<file path="config.mk">
export PLATFORM = sky130hd
export DESIGN_NAME = clock_mode_ctrl
export DESIGN_NICKNAME = d
export VERILOG_FILES = /design/src/rtl/cmc_pkg.sv /design/src/rtl/cmc_sync.sv /design/src/rtl/cmc_role_decode.sv /design/src/rtl/cmc_sequencer.sv /design/src/rtl/cmc_pin_stage.sv /design/src/rtl/clock_mode_ctrl.sv
export SDC_FILE = /design/constraint.sdc
export NUM_CORES = 1
export LEC_CHECK = 0
export ABC_AREA = 1
export BUFFER_PORTS_ARGS = -buffer_cell sky130_fd_sc_hd__buf_2
export CAP_MARGIN = 30
export CORE_MARGIN = 2
export CORE_UTILIZATION = 30
export CTS_BUF_LIST = sky130_fd_sc_hd__clkbuf_8
export DETAILED_ROUTE_END_ITERATION = 8
export PLACE_DENSITY = 0.59
export SETUP_SLACK_MARGIN = 0.15
export SKIP_LAST_GASP = 1
export SYNTH_ARGS = -nofsm -noshare
export SYNTH_HDL_FRONTEND = slang
export SYNTH_SLANG_ARGS = --single-unit
export TNS_END_PERCENT = 30
</file>
<file path="constraint.sdc">
create_clock -name clk -period 1.8 [get_ports clk]
set_input_delay 0.09 -clock clk [delete_from_list [all_inputs] [get_ports clk]]
set_output_delay 0.09 -clock clk [all_outputs]
set_load 0.01 [all_outputs]
</file>
<file path="src/rtl/cmc_pkg.sv">
package cmc_pkg;

  typedef enum logic [1:0] {
    ROLE_CLK  = 2'b00,
    ROLE_OEM  = 2'b01,
    ROLE_PWDN = 2'b10,
    ROLE_CSEL = 2'b11
  } pin_role_e;

  typedef enum logic [1:0] {
    DRV_LOW  = 2'b00,
    DRV_STD  = 2'b01,
    DRV_HIGH = 2'b10
  } drive_e;

  // Fold the unused code onto the standard strength.
  function automatic logic [1:0] norm_drive(input logic [1:0] raw);
    logic [1:0] res;
    case (raw)
      DRV_LOW:  res = DRV_LOW;
      DRV_HIGH: res = DRV_HIGH;
      default:  res = DRV_STD;
    endcase
    return res;
  endfunction

endpackage

</file>
<file path="src/rtl/cmc_sync.sv">
module cmc_sync #(
  parameter int          W       = 1,
  parameter logic [W-1:0] RST_VAL = '1
) (
  input  logic         clk,
  input  logic         rst,
  input  logic [W-1:0] d,
  output logic [W-1:0] q
);
  logic [W-1:0] stage1;

  always_ff @(posedge clk) begin
    if (rst) begin
      stage1 <= RST_VAL;
      q      <= RST_VAL;
    end else begin
      stage1 <= d;
      q      <= stage1;
    end
  end
endmodule

</file>
<file path="src/rtl/cmc_role_decode.sv">
module cmc_role_decode
  import cmc_pkg::*;
#(
  parameter int NUM_PINS = 5
) (
  input  logic [2*NUM_PINS-1:0] pin_role,
  input  logic [NUM_PINS-1:0]   pin_sync,
  output logic [NUM_PINS-1:0]   is_clk,
  output logic                  oem_ok,
  output logic                  pwdn_ok,
  output logic                  csel_val
);
  logic [NUM_PINS-1:0] oem_mask;
  logic [NUM_PINS-1:0] pwdn_mask;
  logic [NUM_PINS-1:0] csel_mask;

  for (genvar i = 0; i < NUM_PINS; i++) begin : g_role
    assign is_clk[i]    = (pin_role[2*i +: 2] == ROLE_CLK);
    assign oem_mask[i]  = (pin_role[2*i +: 2] == ROLE_OEM);
    assign pwdn_mask[i] = (pin_role[2*i +: 2] == ROLE_PWDN);
    assign csel_mask[i] = (pin_role[2*i +: 2] == ROLE_CSEL);
  end

  // A function with no pin reads high, like an open pulled-up pad.
  assign oem_ok   = &(pin_sync | ~oem_mask);
  assign pwdn_ok  = &(pin_sync | ~pwdn_mask);
  assign csel_val = &(pin_sync | ~csel_mask);
endmodule

</file>
<file path="src/rtl/cmc_sequencer.sv">
module cmc_sequencer #(
  parameter int CNT_W = 16
) (
  input  logic             clk,
  input  logic             rst,
  input  logic             pwdn_ok,
  input  logic             csel_val,
  input  logic [CNT_W-1:0] pd_settle,
  input  logic [CNT_W-1:0] csel_settle,
  output logic             pd_active,
  output logic             pd_hold,
  output logic             cs_hold,
  output logic             cur_sel
);
  logic [CNT_W-1:0] pd_cnt;
  logic [CNT_W-1:0] cs_cnt;

  assign pd_active = ~pwdn_ok;
  assign pd_hold   = pd_active | (pd_cnt != '0);
  assign cs_hold   = (csel_val != cur_sel);

  always_ff @(posedge clk) begin
    if (rst) begin
      pd_cnt <= '0;
    end else if (pd_active) begin
      pd_cnt <= pd_settle;
    end else if (pd_cnt != '0) begin
      pd_cnt <= pd_cnt - 1'b1;
    end
  end

  always_ff @(posedge clk) begin
    if (rst) begin
      cs_cnt  <= '0;
      cur_sel <= 1'b1;
    end else if (!cs_hold) begin
      cs_cnt <= csel_settle;
    end else if (cs_cnt != '0) begin
      cs_cnt <= cs_cnt - 1'b1;
    end else begin
      cur_sel <= csel_val;
    end
  end
endmodule

</file>
<file path="src/rtl/cmc_pin_stage.sv">
module cmc_pin_stage
  import cmc_pkg::*;
(
  input  logic       clk,
  input  logic       rst,
  input  logic       is_clk,
  input  logic       out_en,
  input  logic       dis_low,
  input  logic [1:0] drive_raw,
  output logic       oe,
  output logic       force_low,
  output logic [1:0] drive
);
  always_ff @(posedge clk) begin
    if (rst) begin
      oe        <= 1'b0;
      force_low <= 1'b0;
      drive     <= DRV_STD;
    end else begin
      drive <= norm_drive(drive_raw);
      if (!is_clk) begin
        oe        <= 1'b0;
        force_low <= 1'b0;
      end else if (out_en) begin
        oe        <= 1'b1;
        force_low <= 1'b0;
      end else begin
        oe        <= dis_low;
        force_low <= dis_low;
      end
    end
  end
endmodule

</file>
<file path="src/rtl/clock_mode_ctrl.sv">
module clock_mode_ctrl
  import cmc_pkg::*;
#(
  parameter int NUM_PINS = 5,
  parameter int CFG_W    = 16,
  parameter int CNT_W    = 16
) (
  input  logic                  clk,
  input  logic                  rst,
  input  logic [2*NUM_PINS-1:0] pin_role,
  input  logic [NUM_PINS-1:0]   pin_in,
  input  logic                  oem_dis_low,
  input  logic                  pd_dis_low,
  input  logic [CNT_W-1:0]      pd_settle,
  input  logic [CNT_W-1:0]      csel_settle,
  input  logic [CFG_W-1:0]      cfg_set0,
  input  logic [CFG_W-1:0]      cfg_set1,
  input  logic [2*NUM_PINS-1:0] drive_raw,
  output logic [NUM_PINS-1:0]   pin_oe,
  output logic [NUM_PINS-1:0]   pin_force_low,
  output logic [2*NUM_PINS-1:0] pin_drive,
  output logic                  pd_req,
  output logic                  cfg_sel,
  output logic [CFG_W-1:0]      cfg_active
);
  logic [NUM_PINS-1:0] pin_sync;
  logic [NUM_PINS-1:0] is_clk;
  logic oem_ok, pwdn_ok, csel_val;
  logic pd_active, pd_hold, cs_hold, cur_sel;
  logic out_en, dis_low;

  cmc_sync #(.W(NUM_PINS), .RST_VAL({NUM_PINS{1'b1}})) u_sync (
    .clk (clk),
    .rst (rst),
    .d   (pin_in),
    .q   (pin_sync)
  );

  cmc_role_decode #(.NUM_PINS(NUM_PINS)) u_decode (
    .pin_role (pin_role),
    .pin_sync (pin_sync),
    .is_clk   (is_clk),
    .oem_ok   (oem_ok),
    .pwdn_ok  (pwdn_ok),
    .csel_val (csel_val)
  );

  cmc_sequencer #(.CNT_W(CNT_W)) u_seq (
    .clk         (clk),
    .rst         (rst),
    .pwdn_ok     (pwdn_ok),
    .csel_val    (csel_val),
    .pd_settle   (pd_settle),
    .csel_settle (csel_settle),
    .pd_active   (pd_active),
    .pd_hold     (pd_hold),
    .cs_hold     (cs_hold),
    .cur_sel     (cur_sel)
  );

  // Power-down owns the disabled state whenever it is involved.
  assign out_en  = oem_ok & ~pd_hold & ~cs_hold;
  assign dis_low = pd_hold ? pd_dis_low : oem_dis_low;

  for (genvar i = 0; i < NUM_PINS; i++) begin : g_pin
    cmc_pin_stage u_stage (
      .clk       (clk),
      .rst       (rst),
      .is_clk    (is_clk[i]),
      .out_en    (out_en),
      .dis_low   (dis_low),
      .drive_raw (drive_raw[2*i +: 2]),
      .oe        (pin_oe[i]),
      .force_low (pin_force_low[i]),
      .drive     (pin_drive[2*i +: 2])
    );
  end

  always_ff @(posedge clk) begin
    if (rst) begin
      pd_req     <= 1'b0;
      cfg_sel    <= 1'b1;
      cfg_active <= cfg_set1;
    end else begin
      pd_req     <= pd_active;
      cfg_sel    <= cur_sel;
      cfg_active <= cur_sel ? cfg_set1 : cfg_set0;
    end
  end
endmodule

</file>
# After elaboration in Yosys (flattened, before gate mapping)

Cells that the tools add are included.

Flip-flop bits (word level): 81
Latch bits: 0
Bits in writable memories: 0
ROM bits: 0
Input port bits: 93
Word-level logic and storage cells: 101
Memories kept: 0

Add/subtract/negate cells: 2
Multiply operators: 0
Div/mod/pow operators: 0
Order comparisons: 0
Eq/ne operators: 23
Shift-type cells: 0
Multiplexer cells: 14
Bitwise gates (word level): 18
Reduce and logical (&&, ||, !) cells: 21

Operators by type and width:

| cell                  | count |
|---|---|
| $mux 16               | 6 |
| $reduce_bool 16->1    | 2 |
| $sub 16x1->16 const B | 2 |
| $eq 2x2->1 const B    | 15 |
| $logic_not 2->1       | 10 |
| $pmux 2 s2            | 5 |
| $not 5->5             | 3 |
| $or 5x5->5            | 3 |
| $reduce_and 5->1      | 3 |
| $eq 2x1->1 const B    | 5 |
| $reduce_or 2->1       | 5 |
| $not 1->1             | 9 |
| $mux 1                | 3 |
| $and 1x1->1           | 2 |
| $ne 2x1->1 const B    | 1 |
| $ne 2x2->1 const B    | 1 |
| $reduce_and 2->1      | 1 |
| $ne 1x1->1            | 1 |
| $or 1x1->1            | 1 |

# Logic depth before layout (Yosys ltp)

Depth after elaboration: 10
Depth in mapped cells: 12
Gate-level depth less buffers: 11

# Modules after synthesis

A second synthesis with hierarchy kept.

Cell total of the unflattened synthesis: 582
Area, all modules: 3998.8 µm²

Modules (own cells, without submodules):

| module          | instances | cells an instance | area each (µm²) | seq. area each (µm²) |
|---|---|---|---|---|
| cmc_sequencer   | 1         | 357               | 2265.9          | 660.6 |
| clock_mode_ctrl | 1         | 78                | 640.6           | 360.3 |
| cmc_pin_stage   | 5         | 15                | 126.4           | 80.1 |
| cmc_sync        | 1         | 31                | 279.0           | 200.2 |
| cmc_role_decode | 1         | 41                | 181.4           | 0.0 |

# Worst setup path before layout

Ideal clock, no wire load.

Path type: register to register
Start point: reg u_seq.pd_cnt[0]
End point: reg g_pin[0].u_stage.oe
Data arrival time: 1.395 ns
Required time: 1.682 ns
Slack: 0.287 ns
Stages on the path, launching flop included: 12
Path buffers: 0
Clock period less this slack: 1.513 ns
Cells stage by stage: dfxtp_1 -> inv_1 -> ha_1 -> nand2_2 -> nor2_4 -> nand2_1 -> nor3_2 -> nand2_1 -> nand2_1 -> nand2_1 -> nor2_2 -> nor2_1

Word-level cells in the longest chain between the ends: 6
Elaborated cells on any way between the ends: 7

Ends and longest elaborated chain:

| what                     | RTL line              | source |
|---|---|---|
| from (decl)              | cmc_sequencer.sv:15   | `logic [CNT_W-1:0] pd_cnt;` |
| from (signal assigned)   | cmc_sequencer.sv:26   | `pd_cnt <= pd_settle;` |
| from (signal assigned)   | cmc_sequencer.sv:28   | `pd_cnt <= pd_cnt - 1'b1;` |
| $reduce_bool 16->1 (*)   | cmc_sequencer.sv:19   | `assign pd_hold = pd_active \| (pd_cnt != '0);` |
| $or 1x1->1 (*)           | cmc_sequencer.sv:19   |  |
| $not 1->1                | clock_mode_ctrl.sv:62 | `assign out_en = oem_ok & ~pd_hold & ~cs_hold;` |
| $and 1x1->1 (2 in a row) | clock_mode_ctrl.sv:62 |  |
| $mux 1 (*)               | cmc_pin_stage.sv:24   | `end else if (out_en) begin` |
| to (signal assigned)     | cmc_pin_stage.sv:28   | `oe <= dis_low;` |
| to (decl)                | cmc_pin_stage.sv:10   | `output logic oe,` |

Every way passes the cells marked *; elsewhere a longest branch is shown, timed or not.
A chain may end at the register's enable or synchronous reset.

# Worst setup path after layout

Start point: reg u_seq.cur_sel
End point: reg cfg_active[2]

Word-level cells in the longest chain between the ends: 2

Ends and longest elaborated chain:

| what                   | RTL line              | source |
|---|---|---|
| from (decl)            | cmc_sequencer.sv:13   | `output logic cur_sel` |
| from (signal assigned) | cmc_sequencer.sv:41   | `cur_sel <= csel_val;` |
| $mux 16                | clock_mode_ctrl.sv:87 | `cfg_active <= cur_sel ? cfg_set1 : cfg_set0;` |
| $mux 16                | clock_mode_ctrl.sv:80 | `if (rst) begin` |
| to (signal assigned)   | clock_mode_ctrl.sv:83 | `cfg_active <= cfg_set1;` |
| to (signal assigned)   | clock_mode_ctrl.sv:87 |  |
| to (decl)              | clock_mode_ctrl.sv:24 | `output logic [CFG_W-1:0] cfg_active` |

No other way between the ends.

==> metrics.yaml <==
vias_per_cell: 4.36
grt_setup_unrepaired: "true"
synth-xor-area-share: 0.0413
startpoint: "u_seq.cur_sel"
pin_count: 131
fin_cells: 893
fmax_ghz: 0.628
synth_fp_nets: 615
ys_top_cells_by_area: "dfxtp_1 (42%), nand2_1 (12%), nand3_1 (7.1%)"
grt_max_degree: 31
crit_path_start_kind: "register"
clk_pin_slew_ns: 0.08
fin_skew_ns: 0.00734
syn_avg_cell_area_um2: 7.35
design_area_um2: 5540
synth-adder-area-share: 0.00655
worstPathCellList: "nor2_2 > inv_2 > nand2_1 > nand2_1 > dlygate4sd3_1"
yosysUniqueCellTypes: 33
wl_per_cell_um: 11.8
yosysTopAreaCell: "dfxtp_1"
tritoncts: "done"
slew_violations: 0
r2r_cells: 5
h-tree-depth: 3
drive_gt1_frac: 0.305
busiest_layer: "met2"
cts.path.max_buffers: 2
gp_congestion: 0.879
synth_edf_count: 0
power.density_nw_per_um2: 979
start_util: 0.305
ant_nets: 0
period_share: 0.884
critPathArrivalTime_ns: 1.90
vdd_drop_max_mv: 0.318
syn-cell-area_um2: 3820
leakage_nw: 2.78
die_h_um: 117
yosysWarnings: 0
post_dp_cell_area_um2: 4580
grt_pass1_vias: 3697
diodes: 0
yosysSeqAreaShare: 0.424
synth_common_cells: "nand2_1 (125), dfxtp_1 (81), nor2_1 (60), inv_1 (58), nand3_1 (54)"
crit_cells: 5
dieArea_um2: 13700
cts_sinks: 81
worst_hold_path_type: "input port to register"
wl_mm: 10.6
min_from: "pd_settle[13]"
synthDominantCellAreaShare: 0.424
hpwl_mm: 7.46
cts_inserted_buffers: 9
cp_slowest_cell: "dlygate4sd3_1"
dp_cells: 807
area_growth_pct: 45.0
crit_path_end_kind: "register"
path_class: "register to register"
yosysMostFrequentCell: "nand2_1"
min_path_cells: 3
synth-compound-area-share: 0.0537
cpMostUsedCell: "nand2_1"
dr.pass1.iters: 4
use_met1: 0.182
finalCriticalPeriod_ns: 1.59
drc: 0
synth-simple-area-share: 0.371
ys_async_sr_fraction: 0
portBuffers: 130
drtIter0Drc: 124
coreArea_um2: 12500
num_rows: 41
overflow: 0
reg2reg_from: "u_seq.cur_sel"
worst-path-max-fanout: 17
met3_usage: 0.0407
cap_violations: 0
setup_tns_ns: 0
root_buffer: "clkbuf_8"
nFillCells: 1259
critPathRequiredTime_ns: 2.11
gr-usage-all-layers: 0.156
nNetsFinal: 812
clk_latency_ns: 0.37
grt_antenna_before_repair: 0
tightest_slew_ns: 0.490
die_w_um: 117
synth_top_family_by_area: "simple AND/OR/NAND/NOR gates"
slew_headroom: 0.673
crit_buf_inv: 2
grt_pass1_wl_mm: 16.4
synth_flop_cell: "dfxtp_1"
synth_seq_cells: 81
setup_viol: 0
synthMuxAreaShare: 0
slowest_delay_ns: 0.56
synth_cells: 520
path_delay_family: "buffers and inverters"
grt.met2_usage: 0.260
vias: 3895
status: "finished, final reports clean"
finalHoldViolCount: 0
[sequential cells by signal, summed over array words and instances, names as in the netlist]
signal,flops
g_pin.u_stage.force_low,5
g_pin.u_stage.oe,5
g_pin.u_stage.drive,10
u_sync.stage1,5
u_seq.cs_cnt,16
cfg_sel,1
cfg_active,16
u_sync.q,5
u_seq.pd_cnt,16
pd_req,1
u_seq.cur_sel,1
[kinds of logic (layout without fill, tap and decap cells)]
logic type | count (synthesis) | count (layout)
and+or+nand+nor | 298 | 298
xor gates and xnor gates | 18 | 18
AOI/OAI and AO/OA | 37 | 37
adders and majority gates | 2 | 2
buffers and inverters | 84 | 285
DFF | 81 | 81
[final timing paths]
kind,end,slack (ns)
max,cfg_active[2],0.21
max reg2reg,cfg_active[2],0.21
min reg2reg,u_sync.q[1],0.42
min,u_seq.pd_cnt[13],0.03
[metrics by stage]
step | setup slack, ns | power [mW] | util | hold slack, ns
2_1_floorplan | 0.287 | 3.54 | - | 0.193
3_3_place_gp | 0.216 | 3.96 | 0.366 | 0.275
3_5_place_dp | 0.144 | 3.97 | 0.366 | 0.274
4_1_cts | 0.160 | 5.34 | 0.436 | 0.0140
5_1_grt | 0.103 | 5.84 | 0.443 | 0.0110
6_report | 0.208 | 5.42 | 0.443 | 0.0266
[worst reg2reg max path: cells and delay by family, from the launching register on]
family / cells / cell delay [ns]
DFF: 1 / 0.47
and+or+nand+nor: 3 / 0.28
buffers and inverters: 2 / 0.79
[layer usage]
layer,part of all wire,vias up,routed length [µm]
li1,-,2002,-
met1,0.43,1740,4540
met2,0.47,128,4970
met3,0.065,25,689
met4,0.035,0,367
met5,0,-,0
[placed cells by master (no fill, tap or decap), types with 14 or more instances in the layout]
cell type / netlist / final
buf_2: 2 / 130
xor2_1: 14 / 14
nand2_1: 125 / 120
dfxtp_1: 81 / 80
nor2_1: 60 / 58
dlygate4sd3_1: 0 / 69
or2_2: 17 / 17
a21oi_1: 23 / 23
nand3_1: 54 / 52
inv_1: 58 / 58
[layout make-up]
class	count	area, µm²	share of cell area
clock inverters	5	25.0	0.00452
multi-input cells	355	1900	0.342
well taps	172	215	0.0389
flip-flops and latches	81	1620	0.293
inverters	62	233	0.0420
repair buffers	208	1410	0.254
clock buffers	10	138	0.0248
[repair_timing]
item	in CTS	in global routing
gates resized for setup	5	18
setup buffers	1	1
setup endpoints to repair	5	53
endpoints found under the hold margin	52	0
pin swaps	2	9
hold buffers	69	0
gates cloned	0	0
[where the power goes]
group / switching [mW] / internal (mW)
Sequential: 0.176 / 2.04
Clock: 0.649 / 0.516
Combinational: 1.19 / 0.858
Power figures use the tool's default switching activity.
